--- src/rtl/sd_pkg.sv ---
package sd_pkg;
  typedef enum logic [1:0] {PH_IDLE, PH_MEAS, PH_SKIP} sd_phase_e;

  function automatic int max4(int a, int b, int c, int d);
    int m;
    m = a;
    if (b > m) m = b;
    if (c > m) m = c;
    if (d > m) m = d;
    return m;
  endfunction
endpackage

--- src/rtl/sd_cfg_decode.sv ---
module sd_cfg_decode #(
  parameter int CW     = 12,
  parameter int DW     = 11,
  parameter int CNT_HH = 1024, parameter int DIV_HH = 1024,
  parameter int CNT_HL = 1024, parameter int DIV_HL = 512,
  parameter int CNT_LH = 256,  parameter int DIV_LH = 256,
  parameter int CNT_LL = 512,  parameter int DIV_LL = 512
) (
  input  logic          clk_i,
  input  logic          rst_ni,
  input  logic          sel_a_i,
  input  logic          sel_b_i,
  output logic [CW-1:0] tgt_o,
  output logic [DW-1:0] div_o,
  output logic          restart_o
);
  logic [1:0] sel_q;

  always_ff @(posedge clk_i or negedge rst_ni) begin
    if (!rst_ni) sel_q <= 2'b11;
    else         sel_q <= {sel_a_i, sel_b_i};
  end

  assign restart_o = (sel_q != {sel_a_i, sel_b_i});

  always_comb begin
    unique case (sel_q)
      2'b11:   begin tgt_o = CW'(CNT_HH); div_o = DW'(DIV_HH); end
      2'b10:   begin tgt_o = CW'(CNT_HL); div_o = DW'(DIV_HL); end
      2'b01:   begin tgt_o = CW'(CNT_LH); div_o = DW'(DIV_LH); end
      default: begin tgt_o = CW'(CNT_LL); div_o = DW'(DIV_LL); end
    endcase
  end
endmodule

--- src/rtl/sd_period_meter.sv ---
module sd_period_meter #(
  parameter int CW = 12
) (
  input  logic          clk_i,
  input  logic          rst_ni,
  input  logic          restart_i,
  input  logic          fg_edge_i,
  input  logic [CW-1:0] tgt_i,
  output logic          done_o,
  output logic [CW-1:0] meas_o
);
  import sd_pkg::*;

  sd_phase_e     ph_q;
  logic [CW-1:0] cnt_q;
  logic [CW-1:0] sat;

  assign sat = tgt_i << 1;

  always_ff @(posedge clk_i or negedge rst_ni) begin
    if (!rst_ni) begin
      ph_q  <= PH_IDLE;
      cnt_q <= '0;
    end else if (restart_i) begin
      ph_q  <= PH_IDLE;
    end else if (fg_edge_i) begin
      unique case (ph_q)
        PH_IDLE: begin ph_q <= PH_MEAS; cnt_q <= CW'(1); end
        PH_MEAS: ph_q <= PH_SKIP;
        PH_SKIP: begin ph_q <= PH_MEAS; cnt_q <= CW'(1); end
        default: ph_q <= PH_IDLE;
      endcase
    end else if (ph_q == PH_MEAS && cnt_q < sat) begin
      cnt_q <= cnt_q + CW'(1);
    end
  end

  // closing strobe of a measured period
  assign done_o = fg_edge_i && !restart_i && (ph_q == PH_MEAS);
  assign meas_o = cnt_q;
endmodule

--- src/rtl/sd_judge.sv ---
module sd_judge #(
  parameter int CW        = 12,
  parameter int PULSE_MAX = 255,
  localparam int PWW      = $clog2(PULSE_MAX + 1)
) (
  input  logic          clk_i,
  input  logic          rst_ni,
  input  logic          restart_i,
  input  logic          done_i,
  input  logic [CW-1:0] meas_i,
  input  logic [CW-1:0] tgt_i,
  output logic          dir_o,
  output logic          lock_no,
  output logic          accel_o,
  output logic          decel_o
);
  logic [CW-1:0]  diff;
  logic           slow;
  logic           in_win;
  logic [PWW-1:0] width;
  logic [PWW-1:0] pcnt_q;

  assign slow   = meas_i > tgt_i;
  assign diff   = slow ? (meas_i - tgt_i) : (tgt_i - meas_i);
  assign in_win = diff <= (tgt_i >> 4);
  assign width  = (diff > CW'(PULSE_MAX)) ? PWW'(PULSE_MAX) : diff[PWW-1:0];

  always_ff @(posedge clk_i or negedge rst_ni) begin
    if (!rst_ni) begin
      dir_o   <= 1'b0;
      lock_no <= 1'b1;
      pcnt_q  <= '0;
    end else if (restart_i) begin
      lock_no <= 1'b1;
      pcnt_q  <= '0;
    end else if (done_i) begin
      dir_o   <= slow;
      lock_no <= !in_win;
      pcnt_q  <= width;
    end else if (pcnt_q != '0) begin
      pcnt_q  <= pcnt_q - PWW'(1);
    end
  end

  assign accel_o = (pcnt_q != '0) &&  dir_o;
  assign decel_o = (pcnt_q != '0) && !dir_o;
endmodule

--- src/rtl/speed_discrim.sv ---
module speed_discrim #(
  parameter int CNT_HH    = 1024, parameter int DIV_HH = 1024,
  parameter int CNT_HL    = 1024, parameter int DIV_HL = 512,
  parameter int CNT_LH    = 256,  parameter int DIV_LH = 256,
  parameter int CNT_LL    = 512,  parameter int DIV_LL = 512,
  parameter int PULSE_MAX = 255,
  localparam int CNT_MAX  = sd_pkg::max4(CNT_HH, CNT_HL, CNT_LH, CNT_LL),
  localparam int DIV_MAX  = sd_pkg::max4(DIV_HH, DIV_HL, DIV_LH, DIV_LL),
  localparam int CW       = $clog2(2 * CNT_MAX + 1),
  localparam int DW       = $clog2(DIV_MAX + 1)
) (
  input  logic          clk_i,
  input  logic          rst_ni,
  input  logic          fg_edge_i,
  input  logic          sel_a_i,
  input  logic          sel_b_i,
  output logic          accel_o,
  output logic          decel_o,
  output logic          err_dir_o,
  output logic          lock_no,
  output logic [DW-1:0] vco_div_o
);
  logic [CW-1:0] tgt;
  logic [CW-1:0] meas;
  logic          restart;
  logic          done;

  sd_cfg_decode #(
    .CW(CW), .DW(DW),
    .CNT_HH(CNT_HH), .DIV_HH(DIV_HH), .CNT_HL(CNT_HL), .DIV_HL(DIV_HL),
    .CNT_LH(CNT_LH), .DIV_LH(DIV_LH), .CNT_LL(CNT_LL), .DIV_LL(DIV_LL)
  ) u_cfg (
    .clk_i(clk_i), .rst_ni(rst_ni), .sel_a_i(sel_a_i), .sel_b_i(sel_b_i),
    .tgt_o(tgt), .div_o(vco_div_o), .restart_o(restart)
  );

  sd_period_meter #(.CW(CW)) u_meter (
    .clk_i(clk_i), .rst_ni(rst_ni), .restart_i(restart), .fg_edge_i(fg_edge_i),
    .tgt_i(tgt), .done_o(done), .meas_o(meas)
  );

  sd_judge #(.CW(CW), .PULSE_MAX(PULSE_MAX)) u_judge (
    .clk_i(clk_i), .rst_ni(rst_ni), .restart_i(restart), .done_i(done),
    .meas_i(meas), .tgt_i(tgt), .dir_o(err_dir_o), .lock_no(lock_no),
    .accel_o(accel_o), .decel_o(decel_o)
  );
endmodule

--- config.mk ---
export PLATFORM = sky130hd
export DESIGN_NAME = speed_discrim
export DESIGN_NICKNAME = d
export VERILOG_FILES = /design/src/rtl/sd_pkg.sv /design/src/rtl/sd_cfg_decode.sv /design/src/rtl/sd_period_meter.sv /design/src/rtl/sd_judge.sv /design/src/rtl/speed_discrim.sv
export SDC_FILE = /design/constraint.sdc
export NUM_CORES = 1
export LEC_CHECK = 0
export BUFFER_PORTS_ARGS = -buffer_cell sky130_fd_sc_hd__clkbuf_2
export CAP_MARGIN = 20
export CORE_MARGIN = 4
export CORE_UTILIZATION = 50
export DETAILED_ROUTE_END_ITERATION = 6
export GPL_TIMING_DRIVEN = 0
export HOLD_SLACK_MARGIN = 0.08
export PLACE_DENSITY_LB_ADDON = 0.08
export SKIP_LAST_GASP = 1
export SLEW_MARGIN = 0
export SYNTH_ARGS = -nofsm -noshare
export SYNTH_HDL_FRONTEND = slang
export SYNTH_HIERARCHICAL = 1
export SYNTH_SLANG_ARGS = --single-unit
--- constraint.sdc ---
create_clock -name clk_i -period 3.8 [get_ports clk_i]
set_input_delay 0.57 -clock clk_i [delete_from_list [all_inputs] [get_ports clk_i]]
set_output_delay 0.57 -clock clk_i [all_outputs]
set_load 0.01 [all_outputs]
==> results.json <==
{
  "status": "finished clean",
  "fp-row-count": 30,
  "synth_edf_count": 0,
  "skew_ns": 0.002635,
  "drv_slew": 0,
  "cts-root-buf": "clkbuf_8",
  "ys_seq_area_share_pct": 18.56,
  "reg2reg_depth": 17,
  "drt_pre_antenna_iters": 5,
  "start_kind": "flip-flop",
  "powerDensity_nw_per_um2": 323.6,
  "antennaDiodeCount": 0,
  "cts_htree_levels": 1,
  "dpl_cell_area_um2": 3759,
  "gp_congestion": 0.8435,
  "final_antenna_net_count": 0,
  "synthCells": 429,
  "drc": 0,
  "path_max_fanout": 5,
  "cts_tree": "yes",
  "setup_ws_ns": 0.1861,
  "yosysWarnings": 6,
  "antenna_found_initial": 0,
  "avgSynthCellArea_um2": 8.219,
  "hold_slack_ns": 0.3131,
  "hpwl_um": 6727,
  "cp-startpoint": "u_cfg/sel_q[1]",
  "ys_top_cells_by_count": "inv_1, ha_1, a21oi_1",
  "r2r_start": "u_cfg/sel_q[1]",
  "stdcell_area_um2": 4205,
  "grt_max_degree": 27,
  "path_clk_slew_ns": 0.09,
  "routed-via-count": 3270,
  "cp_slowest_cell": "dfstp_2",
  "worst_pin_slew_ns": 0.8698,
  "final_core_util_pct": 61.56,
  "syn_area_um2": 3526,
  "track_usage_pct": 20.53,
  "syn_to_final_growth_pct": 19.27,
  "synth_top_area_cell": "dfrtp_1",
  "period_share_pct": 95.10,
  "max-vdd-ir-drop_mv": 0.1956,
  "maxCapViolations": 0,
  "async_reset_ff_share_pct": 100.0,
  "die_x_um": 91.98,
  "clk_latency_ns": 0.27,
  "leakage_nw": 1.873,
  "vias_per_cell": 5.628,
  "period_minus_slack_ns": 3.614,
  "end_kind": "flip-flop",
  "fp.dieArea_um2": 8459,
  "ys_seq_elements": 26,
  "portBuffers": 10,
  "routedWlPerCell_um": 15.07,
  "layout-drive-gt1-share_pct": 23.51,
  "rrSetupSlack_ns": 0.19,
  "die_y_um": 91.98,
  "routed_wl_um": 8753,
  "crit_type": "flip-flop to flip-flop",
  "yosysMostFrequentCell": "inv_1",
  "arrival_ns": 3.80,
  "hold_class": "primary input to async pin",
  "place_inst": 551,
  "max_stage_delay_ns": 0.59,
  "maxSlewHeadroom_pct": 41.53,
  "grt_overflow": 0,
  "cts_buffers": 3,
  "yosysTopAreaCellShare_pct": 16.32,
  "setup_viol": 0,
  "boundaryPins": 20,
  "synth_cell_types": 69,
  "grt_pass1_vias": 2917,
  "totalPowerFinal_mw": 1.361,
  "place_ws_ns": -0.3966,
  "hold_violations": 0,
  "coreArea_um2": 6832,
  "fmax_mhz": 276.7,
  "crit_chain": "buf_6 > inv_1 > ha_4 > nand3_4 > nor4_4 > or2b_1 > o41ai_4 > buf_4 > buf_6 > mux2i_2 > xnor2_1 > inv_1 > ha_1 > nand4_1 > or2_2 > a21oi_2 > a31oi_1",
  "reg2reg_to": "u_judge/lock_no",
  "initial_utilization_pct": 51.61,
  "drtIter0Drc": 244,
  "ys.flop_type": "dfrtp_1",
  "cts_max_path_buffers": 2,
  "cp.required_ns": 3.99,
  "timing.setup.tns_ns": 0,
  "yosys-top-cells-area": "dfrtp_1, ha_1, inv_1",
  "clkSinkCount": 26,
  "final_nets": 537,
  "layout.cells.non_filler": 581,
  "grt_pass1_wl_um": 14220
}
## state kept, by name (all words and copies together) (netlist names)
| register | count |
|---|---|
| u_meter/ph_q | 2 |
| u_judge/lock_no | 1 |
| u_judge/dir_o | 1 |
| u_judge/pcnt_q | 8 |
| u_cfg/sel_q | 2 |
| u_meter/meas_o | 12 |
## cells in the final DEF, fill, tap and decap left out, types with 4 or more instances in the layout
| cell | count |
|---|---|
| nand2_1 | 19 |
| buf_6 | 8 |
| conb_1 | 17 |
| ha_1 | 38 |
| nand3_1 | 17 |
| nor4_1 | 5 |
| a21o_1 | 8 |
| xor2_1 | 7 |
| a31oi_1 | 13 |
| nor2_1 | 19 |
| nor2b_1 | 11 |
| a21oi_1 | 31 |
| clkbuf_2 | 11 |
| o21ai_0 | 13 |
| nor3_1 | 6 |
| dfrtp_1 | 21 |
| o211ai_1 | 4 |
| buf_4 | 45 |
| ha_4 | 6 |
| inv_1 | 49 |
| inv_2 | 4 |
| a211oi_1 | 7 |
| clkbuf_1 | 8 |
| nand2b_1 | 4 |
| nand4_1 | 12 |
| xnor2_1 | 9 |
## layout make-up
class	count	area [µm²]
Multi-Input combinational cell	328	2635
Fill cell	644	2626
Sequential cell	26	656.9
Buffer	37	262.8
Timing Repair Buffer	37	260.3
Inverter	53	198.9
Tap cell	96	120.1
Clock buffer	3	41.29
Clock inverter	1	30.03
## how the worst max path moves through the flow
stage	cells past startpoint	endpoint	slack (ns)
2_1_floorplan	19	u_judge/lock_no	0.01
3_5_place_dp	19	u_judge/lock_no	-0.40
6_report	17	u_judge/lock_no	0.19
4_1_cts	18	u_judge/lock_no	0.02
5_1_grt	19	u_judge/lock_no	-0.01
3_3_place_gp	19	u_judge/lock_no	-0.41
## critical path, delay by kind of cell, from the launching register on
| family | cells | cell delay (ns) |
|---|---|---|
| AND/OR/NAND/NOR | 5 | 1.04 |
| adder cells (fa/ha/maj) | 2 | 0.62 |
| flip-flops | 1 | 0.59 |
| buffers and inverters | 5 | 0.58 |
| XOR/XNOR | 1 | 0.28 |
| AO/OA/AOI/OAI | 3 | 0.27 |
| multiplexers | 1 | 0.15 |
## repair_timing
item | CTS | global route
pin swaps | 4 | 18
hold buffers | 0 | 0
endpoints found under the setup margin | 1 | 1
gates cloned | 0 | 0
buffers inserted | 7 | 21
gates resized for setup | 8 | 31
## power by group
| group | switching [mW] | internal, mW | total (mW) |
|---|---|---|---|
| logic | 0.415 | 0.361 | 0.777 |
| registers | 0.0459 | 0.308 | 0.353 |
| clock network | 0.0897 | 0.141 | 0.231 |
## metal layers
metal | share of wire (%) | global-route usage [%] | vias to the layer above
li1 | - | - | 1615
met1 | 47 | 29.98 | 1548
met2 | 47 | 32.91 | 99
met3 | 5.4 | 2.297 | 8
met4 | 0.70 | 3.837 | 0
met5 | 0 | 0 | -
## logic make-up after synthesis
logic type | share of synthesized area, %
AND/OR/NAND/NOR | 21.15
AO/OA/AOI/OAI | 22.96
buffers and inverters | 12.81
adder cells (fa/ha/maj) | 16.75
flip-flops | 18.56
XOR/XNOR | 4.720
multiplexers | 2.945
other | 0.1064
Note: power is estimated with default switching activity, not from simulation.
